$ cat src/rtl/stride_pf_pkg.sv
package stride_pf_pkg;

  typedef enum logic [1:0] {
    ACT_ALLOC   = 2'd0,
    ACT_RETRAIN = 2'd1,
    ACT_CONFIRM = 2'd2
  } train_act_e;

endpackage

$ cat src/rtl/stride_pf_table.sv
module stride_pf_table #(
  parameter int unsigned PC_W   = 32,
  parameter int unsigned ADDR_W = 32,
  parameter int unsigned IDX_W  = 4,
  parameter int unsigned CNT_W  = 3
) (
  input  logic              clk_i,
  input  logic              rst_ni,
  input  logic [PC_W-1:0]   pc_i,
  output logic              hit_o,
  output logic [ADDR_W-1:0] last_o,
  output logic [ADDR_W-1:0] stride_o,
  output logic [CNT_W-1:0]  cnt_o,
  input  logic              wr_en_i,
  input  logic [ADDR_W-1:0] wr_last_i,
  input  logic [ADDR_W-1:0] wr_stride_i,
  input  logic [CNT_W-1:0]  wr_cnt_i
);

  localparam int unsigned TAG_W   = PC_W - IDX_W;
  localparam int unsigned ENTRIES = 1 << IDX_W;

  logic [IDX_W-1:0] idx;
  logic [TAG_W-1:0] tag;

  logic              vld_q    [ENTRIES];
  logic [TAG_W-1:0]  tag_q    [ENTRIES];
  logic [ADDR_W-1:0] last_q   [ENTRIES];
  logic [ADDR_W-1:0] stride_q [ENTRIES];
  logic [CNT_W-1:0]  cnt_q    [ENTRIES];

  assign idx = pc_i[IDX_W-1:0];
  assign tag = pc_i[PC_W-1:IDX_W];

  for (genvar e = 0; e < ENTRIES; e++) begin : g_ent
    logic sel;
    assign sel = wr_en_i && (idx == IDX_W'(e));

    always_ff @(posedge clk_i or negedge rst_ni) begin
      if (!rst_ni) begin
        vld_q[e]    <= 1'b0;
        tag_q[e]    <= '0;
        last_q[e]   <= '0;
        stride_q[e] <= '0;
        cnt_q[e]    <= '0;
      end else if (sel) begin
        vld_q[e]    <= 1'b1;
        tag_q[e]    <= tag;
        last_q[e]   <= wr_last_i;
        stride_q[e] <= wr_stride_i;
        cnt_q[e]    <= wr_cnt_i;
      end
    end
  end

  assign hit_o    = vld_q[idx] && (tag_q[idx] == tag);
  assign last_o   = last_q[idx];
  assign stride_o = stride_q[idx];
  assign cnt_o    = cnt_q[idx];

endmodule

$ cat src/rtl/stride_pf_train.sv
module stride_pf_train
  import stride_pf_pkg::*;
#(
  parameter int unsigned ADDR_W = 32,
  parameter int unsigned CNT_W  = 3
) (
  input  logic              miss_valid_i,
  input  logic [ADDR_W-1:0] miss_addr_i,
  input  logic              hit_i,
  input  logic [ADDR_W-1:0] last_i,
  input  logic [ADDR_W-1:0] stride_i,
  input  logic [CNT_W-1:0]  cnt_i,
  input  logic [CNT_W-1:0]  cfg_thresh_i,
  input  logic [CNT_W-1:0]  cfg_cnt_max_i,
  input  logic [ADDR_W-1:0] cfg_max_dist_i,
  output logic              wr_en_o,
  output logic [ADDR_W-1:0] wr_last_o,
  output logic [ADDR_W-1:0] wr_stride_o,
  output logic [CNT_W-1:0]  wr_cnt_o,
  output logic              fire_o,
  output logic [ADDR_W-1:0] fire_addr_o
);

  train_act_e        act;
  logic [ADDR_W-1:0] diff;
  logic [ADDR_W-1:0] mag;
  logic [CNT_W-1:0]  cnt_sat;
  logic              in_reach;

  always_comb begin
    diff     = miss_addr_i - last_i;
    cnt_sat  = (cnt_i >= cfg_cnt_max_i) ? cfg_cnt_max_i : cnt_i + 1'b1;
    mag      = stride_i[ADDR_W-1] ? (~stride_i + 1'b1) : stride_i;
    in_reach = (mag <= cfg_max_dist_i);

    if (!hit_i)                act = ACT_ALLOC;
    else if (diff == stride_i) act = ACT_CONFIRM;
    else                       act = ACT_RETRAIN;

    wr_en_o     = miss_valid_i;
    wr_last_o   = miss_addr_i;
    wr_stride_o = '0;
    wr_cnt_o    = '0;
    fire_o      = 1'b0;

    unique case (act)
      ACT_ALLOC: begin
        wr_stride_o = '0;
        wr_cnt_o    = '0;
      end
      ACT_RETRAIN: begin
        wr_stride_o = diff;
        wr_cnt_o    = '0;
      end
      ACT_CONFIRM: begin
        wr_stride_o = stride_i;
        wr_cnt_o    = cnt_sat;
        fire_o      = miss_valid_i && (stride_i != '0) && in_reach &&
                      (cnt_sat > cfg_thresh_i);
      end
      default: ;
    endcase
  end

  assign fire_addr_o = miss_addr_i + stride_i;

endmodule

$ cat src/rtl/stride_pf_req.sv
module stride_pf_req #(
  parameter int unsigned ADDR_W = 32
) (
  input  logic              clk_i,
  input  logic              rst_ni,
  input  logic              fire_i,
  input  logic [ADDR_W-1:0] fire_addr_i,
  output logic              valid_o,
  input  logic              ready_i,
  output logic [ADDR_W-1:0] addr_o
);

  logic stall;
  assign stall = valid_o && !ready_i;

  always_ff @(posedge clk_i or negedge rst_ni) begin
    if (!rst_ni) begin
      valid_o <= 1'b0;
      addr_o  <= '0;
    end else if (!stall) begin
      valid_o <= fire_i;
      if (fire_i) addr_o <= fire_addr_i;
    end
  end

endmodule

$ cat src/rtl/stride_pf.sv
module stride_pf #(
  parameter int unsigned PC_W   = 32,
  parameter int unsigned ADDR_W = 32,
  parameter int unsigned IDX_W  = 4,
  parameter int unsigned CNT_W  = 3
) (
  input  logic              clk_i,
  input  logic              rst_ni,
  input  logic              miss_valid_i,
  input  logic [PC_W-1:0]   miss_pc_i,
  input  logic [ADDR_W-1:0] miss_addr_i,
  input  logic [CNT_W-1:0]  cfg_thresh_i,
  input  logic [CNT_W-1:0]  cfg_cnt_max_i,
  input  logic [ADDR_W-1:0] cfg_max_dist_i,
  output logic              pf_valid_o,
  input  logic              pf_ready_i,
  output logic [ADDR_W-1:0] pf_addr_o
);

  logic              hit;
  logic [ADDR_W-1:0] last;
  logic [ADDR_W-1:0] stride;
  logic [CNT_W-1:0]  cnt;
  logic              wr_en;
  logic [ADDR_W-1:0] wr_last;
  logic [ADDR_W-1:0] wr_stride;
  logic [CNT_W-1:0]  wr_cnt;
  logic              fire;
  logic [ADDR_W-1:0] fire_addr;

  stride_pf_table #(
    .PC_W(PC_W), .ADDR_W(ADDR_W), .IDX_W(IDX_W), .CNT_W(CNT_W)
  ) u_table (
    .clk_i       (clk_i),
    .rst_ni      (rst_ni),
    .pc_i        (miss_pc_i),
    .hit_o       (hit),
    .last_o      (last),
    .stride_o    (stride),
    .cnt_o       (cnt),
    .wr_en_i     (wr_en),
    .wr_last_i   (wr_last),
    .wr_stride_i (wr_stride),
    .wr_cnt_i    (wr_cnt)
  );

  stride_pf_train #(
    .ADDR_W(ADDR_W), .CNT_W(CNT_W)
  ) u_train (
    .miss_valid_i   (miss_valid_i),
    .miss_addr_i    (miss_addr_i),
    .hit_i          (hit),
    .last_i         (last),
    .stride_i       (stride),
    .cnt_i          (cnt),
    .cfg_thresh_i   (cfg_thresh_i),
    .cfg_cnt_max_i  (cfg_cnt_max_i),
    .cfg_max_dist_i (cfg_max_dist_i),
    .wr_en_o        (wr_en),
    .wr_last_o      (wr_last),
    .wr_stride_o    (wr_stride),
    .wr_cnt_o       (wr_cnt),
    .fire_o         (fire),
    .fire_addr_o    (fire_addr)
  );

  stride_pf_req #(
    .ADDR_W(ADDR_W)
  ) u_req (
    .clk_i       (clk_i),
    .rst_ni      (rst_ni),
    .fire_i      (fire),
    .fire_addr_i (fire_addr),
    .valid_o     (pf_valid_o),
    .ready_i     (pf_ready_i),
    .addr_o      (pf_addr_o)
  );

endmodule

$ cat config.mk
export PLATFORM = sky130hd
export DESIGN_NAME = stride_pf
export DESIGN_NICKNAME = d
export VERILOG_FILES = /design/src/rtl/stride_pf_pkg.sv /design/src/rtl/stride_pf_table.sv /design/src/rtl/stride_pf_train.sv /design/src/rtl/stride_pf_req.sv /design/src/rtl/stride_pf.sv
export SDC_FILE = /design/constraint.sdc
export NUM_CORES = 2
export LEC_CHECK = 0
export BUFFER_PORTS_ARGS = -buffer_cell sky130_fd_sc_hd__buf_2
export CAP_MARGIN = 25
export CORE_MARGIN = 10
export CORE_UTILIZATION = 40
export DETAILED_ROUTE_END_ITERATION = 16
export PLACE_DENSITY_LB_ADDON = 0.1
export SYNTH_ARGS = -nofsm -noshare
export SYNTH_HDL_FRONTEND = slang
export SYNTH_SLANG_ARGS = --single-unit
$ cat constraint.sdc
create_clock -name clk_i -period 9.15 [get_ports clk_i]
set_clock_uncertainty 0.05 [all_clocks]
set_input_delay 0 -clock clk_i [delete_from_list [all_inputs] [get_ports clk_i]]
set_output_delay 0 -clock clk_i [all_outputs]
set_load 0.05 [all_outputs]
# Word level (Yosys, flattened, before mapping)
# Cells that the tools add are included.
[word_totals] register_bits=1569 ram_bits=0 elab_cells=159 out_inout_bits=33 mem_bits_ro=0 n_memories=0 latch_bits=0
[op_classes] n_reduce_logical=25 n_mul=0 order_cmp=4 muxes=22 div_mod_pow=0 n_bitwise=3 add_sub_neg=4 shifts=0 eq_ne=19
[ops] cell="32-bit binary-select mux with 4-bit select" count=2
[ops] cell="32-bit two-way mux" count=5
[ops] cell="28-bit binary-select mux with 4-bit select" count=1
[ops] cell="32-bit case mux with 2 select lines" count=1
[ops] cell="28-bit two-way mux" count=2
[ops] cell="32-bit by 1-bit adder with 32-bit output (second input constant)" count=1
[ops] cell="32-bit adder" count=1
[ops] cell="32-bit equality test" count=1
[ops] cell="4-bit equality test (second input constant)" count=8
[ops] cell="32-bit less-or-equal comparator" count=1
[ops] cell="32-bit inverter" count=1
[ops] cell="32-bit nonzero test" count=1
[ops] cell="32-bit subtractor" count=1
[ops] cell="28-bit equality test" count=1
[ops] cell="1-bit logical AND" count=21
[ops] cell="4-bit by 3-bit equality test with 1-bit output (second input constant)" count=4
[ops] cell="3-bit binary-select mux with 4-bit select" count=1
[ops] cell="3-bit two-way mux" count=4
[ops] cell="4-bit by 2-bit equality test with 1-bit output (second input constant)" count=2
[ops] cell="5-bit >= comparator (second input constant)" count=1
[ops] cell="4-bit inverter with 5-bit output" count=1
[ops] cell="1-bit binary-select mux with 4-bit select" count=1
[ops] cell="4-bit by 1-bit equality test with 1-bit output (second input constant)" count=1
[ops] cell="4-bit zero test" count=1
[ops] cell="10 further kinds" count=13

# Longest topological paths before layout
[logic_depth] depth_word=12 ltp_mapped=29

# Hierarchy
# Synthesis repeated with hierarchy kept, for this count alone.
[unflattened] cells_unflattened=5286 area_unflattened_um2=77053.9
[modules_own_cells] mod="stride_pf_table" cells_each=4260 area_each_um2=69071.2 instances=1
[modules_own_cells] mod="stride_pf_train" cells_each=955 area_each_um2=6591.3 instances=1
[modules_own_cells] mod="stride_pf_req" cells_each=71 area_each_um2=1391.3 instances=1

# Least setup slack after synthesis
# Ideal clock, no wire load.
[synth_timing] path_kind="input to register" start="input miss_pc_i[0]" end="register u_req.addr_o[10]" n_path_buf=10 arrival_ps=7234 cell_stages=25 required_time_ps=8975 path_slack_ps=1741 path_cell_list="buf_6 > buf_6 > buf_6 > buf_6 > buf_6 > buf_2 > clkbuf_1 > buf_1 > buf_1 > mux4_2 > mux4_2 > ha_1 > fa_1 > nand2b_1 > a21o_1 > a21o_1 > o211ai_1 > a21oi_1 > o21ai_0 > xnor2_1 > a22o_1 > nand4b_1 > nor4_4 > buf_6 > mux2_4"
[synth_between] elab_chain_len=12
[synth_rtl] item="start: declaration" line_no="stride_pf.sv:10" source="input logic [PC_W-1:0] miss_pc_i,"
[synth_rtl] item="4-bit inverter with 5-bit output (not written as such) (*)"
[synth_rtl] item="32-bit binary-select mux with 4-bit select" line_no="stride_pf_table.sv:58" source="assign stride_o = stride_q[idx];"
[synth_rtl] item="32-bit two-way mux (not written as such) (2 in a row)" line_no="stride_pf_table.sv:58"
[synth_rtl] item="32-bit inverter" line_no="stride_pf_train.sv:33" source="mag = stride_i[ADDR_W-1] ? (~stride_i + 1'b1) : stride_i;"
[synth_rtl] item="32-bit by 1-bit adder with 32-bit output" line_no="stride_pf_train.sv:33"
[synth_rtl] item="32-bit two-way mux" line_no="stride_pf_train.sv:33"
[synth_rtl] item="32-bit less-or-equal comparator" line_no="stride_pf_train.sv:34" source="in_reach = (mag <= cfg_max_dist_i);"
[synth_rtl] item="1-bit logical AND (2 in a row)" line_no="stride_pf_train.sv:58" source="fire_o = miss_valid_i && (stride_i != '0) && in_reach &&"
[synth_rtl] item="1-bit two-way mux" line_no="stride_pf_train.sv:46" source="unique case (act)"
[synth_rtl] item="2-bit AND reduction (no source line)"
[synth_rtl] item="end signal: assignment" line_no="stride_pf_req.sv:22" source="if (fire_i) addr_o <= fire_addr_i;"
[synth_rtl] item="end: declaration" line_no="stride_pf_req.sv:10" source="output logic [ADDR_W-1:0] addr_o"
# Every way passes the cells marked *; elsewhere a longest branch is shown, timed or not. The select of a mux whose other input is x is not followed.
# A chain may end at the register's enable or synchronous reset.

# Worst setup path after layout
[layout_timing] start="register u_table.stride_q[10] (netlist bit)" end="register u_req.addr_o[0]"
[layout_between] elab_chain_len=11
[layout_rtl] item="start: declaration" line_no="stride_pf_table.sv:29" source="logic [ADDR_W-1:0] stride_q [ENTRIES];"
[layout_rtl] item="start signal: indexed assignment" line_no="stride_pf_table.sv:50" source="stride_q[e] <= wr_stride_i;"
[layout_rtl] item="32-bit binary-select mux with 4-bit select (*)" line_no="stride_pf_table.sv:58"
[layout_rtl] item="32-bit two-way mux (not written as such) (*) (2 in a row)" line_no="stride_pf_table.sv:58"
[layout_rtl] item="32-bit inverter" line_no="stride_pf_train.sv:33"
[layout_rtl] item="32-bit by 1-bit adder with 32-bit output" line_no="stride_pf_train.sv:33"
[layout_rtl] item="32-bit two-way mux" line_no="stride_pf_train.sv:33"
[layout_rtl] item="32-bit less-or-equal comparator" line_no="stride_pf_train.sv:34"
[layout_rtl] item="1-bit logical AND (2 in a row)" line_no="stride_pf_train.sv:58"
[layout_rtl] item="1-bit two-way mux (*)" line_no="stride_pf_train.sv:46"
[layout_rtl] item="2-bit AND reduction (no source line) (*)"
# Marks and branches as above.

==> run_results.csv <==
group,metric,value,unit
sta,hold_violations,0,
pwr,combPwrFrac,17.8,%
critical_path,cp_slowest_stage_delay,0.69,ns
yosys,muxShareOfSynthArea,27.38,%
critical_path,reg2regPathDepth,23,
clock_tree,cts_hold_buf,64,
place,place.gp.congestion,0.8824,
cells_and_area,area_growth,12.48,%
place,hpwl,133.2,mm
sta,finalMaxSlewViolations,0,
sta,fin_crit_sh,78.60,%
global_routing,grt_max_degree,157,
pwr,power_density,222.9,nW/um2
yosys,netlist-cell-type-count,86,
critical_path,cp_top_family,"simple AND/OR/NAND/NOR gates",
critical_path,worstPathCellList,"mux4_2, a22oi_1, nand2_1, nor4_1, nand3_1, nor2_1, nand3_1, or4_1, nor3_1, a21oi_1, xor2_1, ha_1, a221oi_1, o21ai_0, o2111ai_1, nand2_1, a211oi_1, a21oi_1, a211oi_1, nand3_1, nor4_4, buf_4, mux2_2",
clock_tree,cts_tree,"built",
global_routing,antenna_found_initial,4,
routing,wl_per_cell,26.43,um
yosys,synth-edff-count,0,
die,ios,139,
min_path,hold-path-endpoint,"u_table.last_q[289]$_DFFE_PN0P_",
critical_path,cp.required,9.79,ns
clock_tree,root_buffer,"clkbuf_16",
clock_tree,cts-buffers-inserted,176,
critical_path,path_buf_inv,1,
routing,drt_iter0_drc,3380,
routing,vias_per_cell,5.638,
routing,drc_errors,0,
cells_and_area,multiInputGateArea,33750,um2
pwr,p_sw,5.033,mW
pwr,internal-power,13.85,mW
pwr,p_leak,37.33,nW
min_path,min_path_cells,3,
cells_and_area,drive_above_1_share,30.81,%
yosys,synthSimpleGateAreaFrac,6.223,%
routing,num_vias,48060,
die,die_h,453.9,um
clock_tree,numClockSinks,1569,
critical_path,endpoint_kind,"flop",
pwr,max-vdd-ir-drop,0.0002000,V
critical_path,worstReg2RegStart,"u_table.stride_q[10]$_DFFE_PN0P_",
clock_tree,cts.repair.resized,0,
critical_path,ff2ff_setup_slack,1.96,ns
routing,antenna_left,0,
global_routing,grt_overflow,0,
yosys,synthCells,5924,
place,place_ws,1.431,ns
sta,tns,0,ns
routing,dr.pass1.iters,5,
clock_tree,worstSkewPairLatency,0.82,ns
die,initial_core_util,40.15,%
cells_and_area,seq_area,39260,um2
critical_path,path_class,"reg2reg",
yosys,synth_xor_area_share,1.523,%
cells_and_area,fin_area,84720,um2
min_path,hp-class,"in2reg",
clock_tree,clk_pin_slew,0.06,ns
flow_run,maxCapViolCount,0,
yosys,synth_compound_area_share,7.681,%
critical_path,crit_arrival,7.83,ns
critical_path,crit_top_cell,"nand3_1",
cells_and_area,final_nets,6104,
die,core,187600,um2
sta,maxSlewHeadroom,24.82,%
critical_path,r2r-end,"u_req.addr_o[0]$_DFFE_PN0P_",
min_path,min_from,"miss_addr_i[1]",
yosys,avgSynthCellArea,12.71,um2
place,post-place-cells,8143,
critical_path,cp_slowest_cell,"or4_1",
yosys,synth_ff_type,"dfrtp_1",
cells_and_area,finalNonFillerCells,8525,
place,io_buffers,138,
critical_path,path_max_fanout,32,
global_routing,track_usage,21.88,%
yosys,seq_area_frac_synth,52.13,%
pwr,clock_power_share,37.8,%
global_routing,grt_pass1_wl,341.7,mm
die,fp-row-count,159,
pwr,pwr-share-seq,44.5,%
yosys,async_flop_share,100.0,%
die,die-area,206100,um2
yosys,synthesis.nets,6134,
cells_and_area,fill_cells,17150,
pwr,power,18.89,mW
yosys,synth_top_family_by_area,"multiplexers",
routing,routed_wl,225.3,mm
clock_tree,cts_max_level,4,
sta,setup_ws,1.958,ns
pwr,switching_share,26.65,%
die,fp.dieW,453.9,um
yosys,netlist_area,75320,um2
critical_path,start_kind,"flop",
sta,fin_crit,7.192,ns
sta,tightest_slew,1.124,ns
sta,setup_violations,0,
global_routing,grt_pass1_vias,49580,
yosys,yosysWarnings,0,
status,status,"complete, no violations",
yosys,synth_fa_ha_area_share,1.748,%
sta,rsz0062_at_grt,"false",
place,placed_cell_area,78120,um2
yosys,synth_seq_cells,1569,
sta,max_freq,139.0,MHz
clock_tree,clk_path_buf_depth,3,
clock_tree,postCtsSetupRepairBufs,0,
cell usage in the layout (no fill, tap or decap), drive strengths merged, types with 24 or more instances in the layout:
cell | synthesis | layout
nand2 | 759 | 759
a22oi | 66 | 66
nor2 | 84 | 84
ha | 102 | 102
nand4 | 24 | 24
a21oi | 88 | 88
clkbuf | 398 | 273
a21o | 26 | 26
nand3 | 30 | 30
mux2 | 935 | 935
mux2i | 103 | 103
mux4 | 396 | 396
clkinv | 0 | 24
inv | 95 | 102
nor3 | 29 | 29
nor2b | 26 | 26
dlygate4sd3 | 0 | 63
dfrtp | 1569 | 1569
xnor2 | 78 | 78
xor2 | 53 | 53
nand2b | 39 | 39
buf | 98 | 224
o21ai | 687 | 687
synth_stat cells (all sizes together) (26+ instances only):
library cell	count	share of area [%]
a21o	26	0.26
a21oi	88	0.58
a22oi	66	0.66
buf	98	0.86
clkbuf	398	2.0
dfrtp	1569	52
ha	102	1.7
inv	95	0.47
mux2	935	14
mux2i	103	1.4
mux4	396	12
nand2	759	3.8
nand2b	39	0.32
nand3	30	0.20
nor2	84	0.42
nor2b	26	0.22
nor3	29	0.20
o21ai	687	4.6
xnor2	78	0.91
xor2	53	0.62
worst min-delay path, delay by kind of cell:
| kind | cells | cell delay (ns) |
|---|---|---|
| buf+inv | 2 | 0.56 |
| compound gates | 1 | 0.26 |
sequential cells by signal, indices dropped and copies added, names as in the netlist:
register	flops
u_req.addr_o	32
u_table.tag_q	448
u_table.cnt_q	48
u_table.vld_q	16
u_table.stride_q	512
u_table.last_q	512
u_req.valid_o	1
kinds of logic (layout without fill, tap and decap cells):
kind of cell / Yosys count / after routing
adders and majority gates: 104 / 104
AOI/OAI and AO/OA: 1014 / 1014
other: 0 / 3
muxes: 1434 / 1434
and+or+nand+nor: 1081 / 1081
buffers and inverters: 591 / 694
DFF: 1569 / 1569
xor gates and xnor gates: 131 / 131
stage by stage:
step                      hold WS, ns  utilization (%)
after floorplan               -0.3456                -
after global placement        0.02758            41.63
after detailed placement      0.02938            41.64
after CTS                    0.007932            45.10
after global routing          0.04405            45.16
final                         0.03020            45.16
how the worst max path moves through the flow:
stage	from	end	cells after the start
5_1_grt	u_table.stride_q[138]$_DFFE_PN0P_	u_req.addr_o[0]$_DFFE_PN0P_	23
2_1_floorplan	miss_pc_i[0]	u_req.addr_o[10]$_DFFE_PN0P_	25
3_3_place_gp	miss_pc_i[0]	u_req.addr_o[31]$_DFFE_PN0P_	23
3_5_place_dp	miss_pc_i[0]	u_req.addr_o[0]$_DFFE_PN0P_	23
4_1_cts	u_table.stride_q[10]$_DFFE_PN0P_	u_req.addr_o[0]$_DFFE_PN0P_	23
6_report	u_table.stride_q[10]$_DFFE_PN0P_	u_req.addr_o[0]$_DFFE_PN0P_	23
layer usage:
layer	GRT usage, %	share of wire (%)
met1	32.51	48
met2	33.91	45
met3	2.968	4.3
met4	5.227	2.2
met5	0	0.011
power by group through the flow:
stage / combinational [mW] / clock (mW) / sequential (mW)
floorplan: 2.41 / 0 / 8.35
global placement: 3.28 / 0 / 8.48
detailed placement: 3.33 / 0 / 8.51
CTS: 3.37 / 7.32 / 8.39
global route: 3.64 / 7.63 / 8.51
finish: 3.36 / 7.13 / 8.40
area by class of cell:
class	count	area share, %
Tap cell	2495	3.685
Sequential cell	1569	46.34
Clock inverter	39	0.5715
Clock buffer	272	6.305
Inverter	95	0.4209
Antenna cell	3	0.008861
Multi-Input combinational cell	3764	39.84
Timing Repair Buffer	288	2.827
(Power assumes the default switching activity.)
